### config.mk
export PLATFORM = sky130hd
export DESIGN_NAME = sram_ctl
export DESIGN_NICKNAME = d
export VERILOG_FILES = /design/src/rtl/sram_ctl_pkg.sv /design/src/rtl/sram_phase_timer.sv /design/src/rtl/sram_req_latch.sv /design/src/rtl/sram_ctl.sv
export SDC_FILE = /design/constraint.sdc
export NUM_CORES = 1
export LEC_CHECK = 0
export BUFFER_PORTS_ARGS = -buffer_cell sky130_fd_sc_hd__buf_2
export CORE_ASPECT_RATIO = 1.5
export CORE_MARGIN = 2
export CORE_UTILIZATION = 40
export CTS_BUF_LIST = sky130_fd_sc_hd__clkbuf_16
export DETAILED_ROUTE_END_ITERATION = 16
export MAX_ROUTING_LAYER = met4
export PLACE_DENSITY_LB_ADDON = 0.2
export SLEW_MARGIN = 20
export SYNTH_ARGS = -nofsm -noshare
export SYNTH_HDL_FRONTEND = slang
export SYNTH_SLANG_ARGS = --single-unit
### constraint.sdc
create_clock -name clk -period 1.4 [get_ports clk]
set_input_delay 0.07 -clock clk [delete_from_list [all_inputs] [get_ports clk]]
set_output_delay 0.07 -clock clk [all_outputs]
set_load 0.01 [all_outputs]
### src/rtl/sram_ctl_pkg.sv
package sram_ctl_pkg;

    typedef enum logic [2:0] {
        ST_IDLE,
        ST_RD_SETUP,
        ST_RD_WAIT,
        ST_RD_CAPTURE,
        ST_WR_SETUP,
        ST_WR_PULSE,
        ST_WR_HOLD,
        ST_TURN
    } state_e;

    // Round a time up to whole clock periods, never below one cycle.
    function automatic int unsigned ns_to_cyc(input int unsigned t_ns, input int unsigned clk_ns);
        int unsigned c;
        c = (t_ns + clk_ns - 1) / clk_ns;
        if (c == 0) c = 1;
        return c;
    endfunction

endpackage

### src/rtl/sram_phase_timer.sv
module sram_phase_timer #(
    parameter int unsigned CW = 4
) (
    input  logic          clk,
    input  logic          rst_n,
    input  logic          load,
    input  logic [CW-1:0] load_val,
    output logic          last
);

    logic [CW-1:0] cnt_d, cnt_q;

    always_comb begin
        cnt_d = cnt_q;
        if (load)
            cnt_d = load_val;
        else if (cnt_q != '0)
            cnt_d = cnt_q - 1'b1;
    end

    always_ff @(posedge clk or negedge rst_n) begin
        if (!rst_n) cnt_q <= '0;
        else        cnt_q <= cnt_d;
    end

    assign last = (cnt_q <= CW'(1));


    load_nonzero_chk: assert property (@(posedge clk) disable iff (!rst_n)
        load |-> (load_val != '0));

endmodule

### src/rtl/sram_req_latch.sv
module sram_req_latch #(
    parameter int unsigned AW = 19,
    parameter int unsigned DW = 16
) (
    input  logic          clk,
    input  logic          rst_n,
    input  logic          take,
    input  logic [AW-1:0] addr_in,
    input  logic [DW-1:0] data_in,
    output logic [AW-1:0] addr_q,
    output logic [DW-1:0] data_q
);

    logic [AW-1:0] addr_d;
    logic [DW-1:0] data_d;

    always_comb begin
        addr_d = addr_q;
        data_d = data_q;
        if (take) begin
            addr_d = addr_in;
            data_d = data_in;
        end
    end

    always_ff @(posedge clk or negedge rst_n) begin
        if (!rst_n) begin
            addr_q <= '0;
            data_q <= '0;
        end else begin
            addr_q <= addr_d;
            data_q <= data_d;
        end
    end

endmodule

### src/rtl/sram_ctl.sv
module sram_ctl
    import sram_ctl_pkg::*;
#(
    parameter int unsigned AW        = 19,
    parameter int unsigned DW        = 16,
    parameter int unsigned CLK_NS    = 10,
    parameter int unsigned T_ACC_NS  = 10,
    parameter int unsigned T_WP_NS   = 7,
    parameter int unsigned T_DS_NS   = 5,
    parameter int unsigned T_TURN_NS = 5
) (
    input  logic          clk,
    input  logic          rst_n,
    input  logic          req_valid,
    output logic          req_ready,
    input  logic          req_we,
    input  logic [AW-1:0] req_addr,
    input  logic [DW-1:0] req_wdata,
    output logic          rsp_valid,
    output logic [DW-1:0] rsp_rdata,
    output logic          mem_ce_n,
    output logic          mem_oe_n,
    output logic          mem_we_n,
    output logic [AW-1:0] mem_addr,
    output logic [DW-1:0] mem_dq_o,
    output logic          mem_dq_oe,
    input  logic [DW-1:0] mem_dq_i
);

    localparam int unsigned ACC_CYC  = ns_to_cyc(T_ACC_NS, CLK_NS);
    localparam int unsigned WP_CYC   = ns_to_cyc(T_WP_NS, CLK_NS);
    localparam int unsigned DS_CYC   = ns_to_cyc(T_DS_NS, CLK_NS);
    localparam int unsigned SU_CYC   = (DS_CYC > WP_CYC) ? (DS_CYC - WP_CYC) : 1;
    localparam int unsigned TA_CYC   = ns_to_cyc(T_TURN_NS, CLK_NS);
    localparam int unsigned MAX_AW   = (ACC_CYC > WP_CYC) ? ACC_CYC : WP_CYC;
    localparam int unsigned MAX_ST   = (SU_CYC > TA_CYC) ? SU_CYC : TA_CYC;
    localparam int unsigned MAX_CYC  = (MAX_AW > MAX_ST) ? MAX_AW : MAX_ST;
    localparam int unsigned CW       = $clog2(MAX_CYC + 1);

    typedef struct packed {
        state_e        st;
        logic          ce_n;
        logic          oe_n;
        logic          we_n;
        logic          dq_oe;
        logic          ready;
        logic          rsp_valid;
        logic [DW-1:0] rdata;
    } ctl_t;

    ctl_t          c_d, c_q;
    logic          tmr_load;
    logic [CW-1:0] tmr_val;
    logic          tmr_last;
    logic          take;

    assign take = (c_q.st == ST_IDLE) && req_valid && c_q.ready;

    sram_req_latch #(.AW(AW), .DW(DW)) u_latch (
        .clk     (clk),
        .rst_n   (rst_n),
        .take    (take),
        .addr_in (req_addr),
        .data_in (req_wdata),
        .addr_q  (mem_addr),
        .data_q  (mem_dq_o)
    );

    sram_phase_timer #(.CW(CW)) u_timer (
        .clk      (clk),
        .rst_n    (rst_n),
        .load     (tmr_load),
        .load_val (tmr_val),
        .last     (tmr_last)
    );

    always_comb begin
        c_d           = c_q;
        c_d.rsp_valid = 1'b0;
        tmr_load      = 1'b0;
        tmr_val       = CW'(1);
        unique case (c_q.st)
            ST_IDLE: begin
                if (take) begin
                    c_d.ready = 1'b0;
                    c_d.ce_n  = 1'b0;
                    if (req_we) begin
                        c_d.st    = ST_WR_SETUP;
                        c_d.dq_oe = 1'b1;
                        tmr_load  = 1'b1;
                        tmr_val   = CW'(SU_CYC);
                    end else begin
                        c_d.st = ST_RD_SETUP;
                    end
                end
            end
            ST_RD_SETUP: begin
                c_d.st   = ST_RD_WAIT;
                c_d.oe_n = 1'b0;
                tmr_load = 1'b1;
                tmr_val  = CW'(ACC_CYC);
            end
            ST_RD_WAIT: begin
                if (tmr_last) begin
                    c_d.st        = ST_RD_CAPTURE;
                    c_d.rdata     = mem_dq_i;
                    c_d.rsp_valid = 1'b1;
                    c_d.ce_n      = 1'b1;
                    c_d.oe_n      = 1'b1;
                end
            end
            ST_RD_CAPTURE: begin
                c_d.st   = ST_TURN;
                tmr_load = 1'b1;
                tmr_val  = CW'(TA_CYC);
            end
            ST_TURN: begin
                if (tmr_last) begin
                    c_d.st    = ST_IDLE;
                    c_d.ready = 1'b1;
                end
            end
            ST_WR_SETUP: begin
                if (tmr_last) begin
                    c_d.st   = ST_WR_PULSE;
                    c_d.we_n = 1'b0;
                    tmr_load = 1'b1;
                    tmr_val  = CW'(WP_CYC);
                end
            end
            ST_WR_PULSE: begin
                if (tmr_last) begin
                    c_d.st   = ST_WR_HOLD;
                    c_d.we_n = 1'b1;
                end
            end
            ST_WR_HOLD: begin
                c_d.st    = ST_IDLE;
                c_d.ce_n  = 1'b1;
                c_d.dq_oe = 1'b0;
                c_d.ready = 1'b1;
            end
            default: c_d.st = ST_IDLE;
        endcase
    end

    always_ff @(posedge clk or negedge rst_n) begin
        if (!rst_n) begin
            c_q           <= '0;
            c_q.st        <= ST_IDLE;
            c_q.ce_n      <= 1'b1;
            c_q.oe_n      <= 1'b1;
            c_q.we_n      <= 1'b1;
            c_q.ready     <= 1'b1;
        end else begin
            c_q <= c_d;
        end
    end

    assign req_ready = c_q.ready;
    assign rsp_valid = c_q.rsp_valid;
    assign rsp_rdata = c_q.rdata;
    assign mem_ce_n  = c_q.ce_n;
    assign mem_oe_n  = c_q.oe_n;
    assign mem_we_n  = c_q.we_n;
    assign mem_dq_oe = c_q.dq_oe;


    busy_after_take_chk: assert property (@(posedge clk) disable iff (!rst_n)
        (req_valid && req_ready) |=> !req_ready);


    addr_hold_chk: assert property (@(posedge clk) disable iff (!rst_n)
        (!mem_ce_n && !$past(mem_ce_n)) |-> $stable(mem_addr));


    rsp_single_chk: assert property (@(posedge clk) disable iff (!rst_n)
        rsp_valid |=> !rsp_valid);


    we_strobe_chk: assert property (@(posedge clk) disable iff (!rst_n)
        !mem_we_n |-> (!mem_ce_n && mem_oe_n));


    drive_vs_oe_chk: assert property (@(posedge clk) disable iff (!rst_n)
        mem_dq_oe |-> mem_oe_n);


    drive_at_we_rise_chk: assert property (@(posedge clk) disable iff (!rst_n)
        $rose(mem_we_n) |-> mem_dq_oe);


    idle_deselect_chk: assert property (@(posedge clk) disable iff (!rst_n)
        req_ready |-> mem_ce_n);

endmodule

### After elaboration in Yosys (flattened, before gate mapping)

Index checks and enable logic that the tools add are counted.

* register bits after elaboration: 61
* input bits: 55

* multiplexer cells: 24
* $add $sub $neg: 1
* $lt $le $gt $ge: 1
* equal/unequal tests: 13
* reduce and logical (&&, ||, !) cells: 16

Operators with widths (number)
* $mux W17: 2
* $pmux W3 S8: 1
* $eq A3 B3 Y1 const B: 4
* $mux W3: 4
* $ne A2 B2 Y1 const B: 6
* $reduce_and A3 Y1: 4
* $pmux W1 S3: 3
* $mux W1: 8
* $eq A3 B2 Y1 const B: 2
* $pmux W1 S2: 3
* $reduce_bool A2 Y1: 3
* $reduce_bool A3 Y1: 2
* $mux W5: 1
* $reduce_and A5 Y1: 1
* $mux W4: 1
* $reduce_and A2 Y1: 2
* $eq A3 B1 Y1 const B: 1
* $logic_not A3 Y1: 1
* $logic_and A1 B1 Y1: 2
* $mux W2: 1
* $reduce_or A2 Y1: 1
* $le A1 B1 Y1 const B: 1
* $sub A1 B1 Y1 const B: 1

### Logic depth before layout (Yosys ltp)

* depth after elaboration: 6
* mapped depth: 5
* mapped depth without buffers: 3

### Hierarchy

From an unflattened synthesis, not the netlist that was laid out.

* cell total of the unflattened synthesis: 176
* area, all modules: 2693.8 um^2

Modules (own cells, without submodules)
* sram_req_latch: area an instance 1453.9 um^2, instances 1, cells an instance 74, seq. area each 875.8 um^2
* sram_ctl: area an instance 1228.7 um^2, instances 1, cells an instance 100, seq. area each 630.6 um^2
* sram_phase_timer: area an instance 11.3 um^2, instances 1, cells an instance 2, seq. area each 0.0 um^2

### Worst setup path before layout

Ideal clock, no wire load.

* path kind: flip-flop to flip-flop
* start point: reg c_q, in the netlist req_ready
* end point: reg u_latch.addr_q[18]
* required time: 1273 ps
* setup time: 127 ps
* arrival: 1446 ps
* path buffers: 2
* cell stages (with the launch flop): 6
* path slack: -173 ps
* cell sequence: dfstp_2 nand2_1 nor4_4 buf_6 buf_6 mux2_1

* longest elaborated chain between the ends: 1

RTL lines
* start: declaration: line sram_ctl.sv:51 `ctl_t c_d, c_q;`
* $logic_and A1 B1 Y1: line sram_ctl.sv:57 `assign take = (c_q.st == ST_IDLE) && req_valid && c_q.ready;`
* end signal: assignment: line sram_req_latch.sv:31 `addr_q <= addr_d;`
* end: declaration: line sram_req_latch.sv:10 `output logic [AW-1:0] addr_q,`

No other way between the ends.
A chain may end at the register's enable or synchronous reset.

### Worst setup path in the final report

* start point: reg c_q, in the netlist req_ready
* end point: reg u_latch.addr_q[4]

The elaborated chain is that of the path after synthesis.

==> metrics.csv <==
metric,value,unit
die_h,99.6,um
clk_latency,0.31,ns
drc,0,
tritoncts,built,
worstMarginPinSlew,0.327,ns
ys_ff_latch,60,
p_leak,1.96,nW
synthTopCellsByArea,"dfrtp_1 (58%), mux2_2 (21%), buf_4 (5.9%)",
fin_util,0.685,
first_pass_iters,4,
crit_end,u_latch.addr_q[4]$_DFFE_PN0P_,
clock-sinks,60,
finalWirelength,6100,um
fin_nets,377,
setup_viol,52,
violations,setup timing,
rsz0062_at_grt,yes,
initial_core_util,0.418,
clockBufferDepth,2,
reg2regPathDepth,5,
yosysWarnings,0,
numCtsBuffers,9,
cp_num_buf_inv,2,
cp.arrival,1.73,ns
post-place-ws,-0.189,ns
synth_top_cell_by_area,dfrtp_1,
cp_max_fo,9,
viasPerCell,4.74,
switchingPower,0.00274,W
hpwlAfterDp,3480,um
finalWorstSetupSlack,-0.135,ns
critPathSlowestCell,dfstp_2,
synth.most_common_cell,dfrtp_1,
clock-root-buffer,clkbuf_16,
finClkSkew,0.00446,ns
startpoint,req_ready$_DFFE_PN1P_,
power_frac_clock,0.234,
drtAntennaViolNets,0,
startpoint_type,flop,
fp.dieArea,6740,um^2
synth_area,2440,um^2
finalMaxSlewViolations,0,
die_w,67.7,um
fp.coreArea,5830,um^2
fin_hold_ws,0.00998,ns
switching_share,0.307,
comb_power_share,0.417,
max_stage_delay,0.56,ns
power_density,2230,nW/um^2
pin_count,112,
htree_levels,3,
cp_top_family,flip-flops,
timing.fmax,651,MHz
total_power,0.00892,W
grt_usage,0.188,
post_route_cells_drive_above_1_share,0.621,
hold_viol_final,0,
synth_seq_area_share,0.618,
path_depth,5,
endpoint_kind,flop,
syn2layout_area_growth,63.9,%
worstSetupPathType,reg2reg,
rrSetupSlack,-0.14,ns
synth_edf_count,0,
seqPwrFrac,0.349,
yosys.area.top_type_share,0.575,
ys_types,22,
grt_pass1_wl,9090,um
grt_pass1_vias,1973,
synthFlopType,dfrtp_1,
synth_common_cells,"dfrtp_1 (56), mux2_2 (46), buf_4 (19)",
finalCritPeriodShare,1.10,
relSlewSlack,0.782,
cp_data_required_time,1.60,ns
hold_class,in2reg,
rows,34,
synthCells,158,
postLayoutCellArea,3990,um^2
rr_startpoint,req_ready$_DFFE_PN1P_,
fin_crit,1.54,ns
overflow,0,
reg2reg_to,u_latch.addr_q[4]$_DFFE_PN0P_,
syn-num-nets,213,
status,"complete, but fails checks",
dr.first_iter.drc_count,25,
avgSynthCellArea,15.4,um^2
grt_antenna_before_repair,0,
async_reset_ff_frac,1.00,
diodes,0,
io_buffer_count,111,
via_count,1893,
crit_chain,nand2_4 > nor4_4 > buf_6 > clkbuf_16 > mux2_2,
grt_max_degree,61,
p_int,0.00618,W
clk_pin_slew,0.05,ns
max-vdd-ir-drop,1450,uV
drv_cap,0,
wl_per_cell,15.3,um
placed_cell_area,3000,um^2
gp_congestion,0.789,
-- cell families after synthesis --
family,Yosys count,synth area share
flip-flops,60,0.618
multiplexers,53,0.244
buffers and inverters,28,0.0853
AO/OA/AOI/OAI,9,0.0262
AND/OR/NAND/NOR,8,0.0257
-- metal layers --
layer	share of wire	track usage
met5	0	-
met4	0.024	0.0801
met3	0.062	0.0667
met2	0.53	0.314
met1	0.39	0.193
-- worst min path at each step --
stage | from | to | slack, ns | cells after the start
after CTS | mem_dq_i[1] | rsp_rdata[1]$_DFFE_PN0P_ | 0.004 | 2
after floorplan | rst_n | c_q[22]$_DFFE_PN0P_ | -0.23 | 0
after global routing | mem_dq_i[1] | rsp_rdata[1]$_DFFE_PN0P_ | 0.004 | 2
after detailed placement | rst_n | rsp_rdata[8]$_DFFE_PN0P_ | 0.10 | 2
after global placement | rst_n | rsp_rdata[8]$_DFFE_PN0P_ | 0.11 | 2
final | mem_dq_i[9] | rsp_rdata[9]$_DFFE_PN0P_ | 0.01 | 2
-- repair_timing --
action | 4_1_cts | 5_1_grt
pin swaps | 0 | 1
hold buffers | 49 | 0
gates resized for setup | 13 | 16
cloned | 1 | 3
setup endpoints to repair | 51 | 52
buffers inserted | 1 | 2
hold endpoints to repair | 104 | 0
-- power groups by stage --
stage / Clock (W) / Sequential, W / Combinational, W
floorplan: 0 / 0.00332 / 0.00191
global placement: 0 / 0.00307 / 0.00304
detailed placement: 0 / 0.00310 / 0.00309
CTS: 0.00214 / 0.00309 / 0.00336
global route: 0.00223 / 0.00322 / 0.00401
finish: 0.00209 / 0.00311 / 0.00372
-- cell type report --
cell class / instances / area, um^2
multi-input combinational: 70 / 801
timing repair buffer: 177 / 1290
fill: 416 / 1830
sequential: 60 / 1510
inverter: 4 / 17.5
clock inverter: 7 / 67.6
clock buffer: 9 / 225
tap: 72 / 90.1
-- cells in the final DEF, fill, tap and decap left out, drive strengths merged --
| cell | count |
|---|---|
| dfrtp | 56 |
| o21ai | 2 |
| a21oi | 1 |
| bufinv | 1 |
| mux2 | 52 |
| o22ai | 2 |
| nor2b | 1 |
| mux2i | 1 |
| dfstp | 4 |
| o21a | 1 |
| nor4 | 1 |
| nor3 | 1 |
| o32a | 1 |
| inv | 4 |
| clkinvlp | 2 |
| a221o | 1 |
| nand2 | 1 |
| o31a | 1 |
| buf | 125 |
| dlygate4sd3 | 49 |
| clkbuf | 12 |
| nor2 | 4 |
| clkinv | 4 |
-- sequential cells by signal (all words and copies together), names as in the netlist --
| register | flops |
|---|---|
| mem_ce_n | 1 |
| mem_oe_n | 1 |
| u_latch.addr_q | 19 |
| c_q | 3 |
| req_ready | 1 |
| u_latch.data_q | 16 |
| rsp_rdata | 16 |
| mem_dq_oe | 1 |
| mem_we_n | 1 |
| rsp_valid | 1 |
-- stage by stage --
step	cells	TNS [ns]
after floorplan	158	-3.26
after global placement	327	-4.79
after detailed placement	327	-6.12
after CTS	394	-4.90
after global routing	399	-8.85
final	399	-5.20
Note: power is estimated with default switching activity, not from simulation.
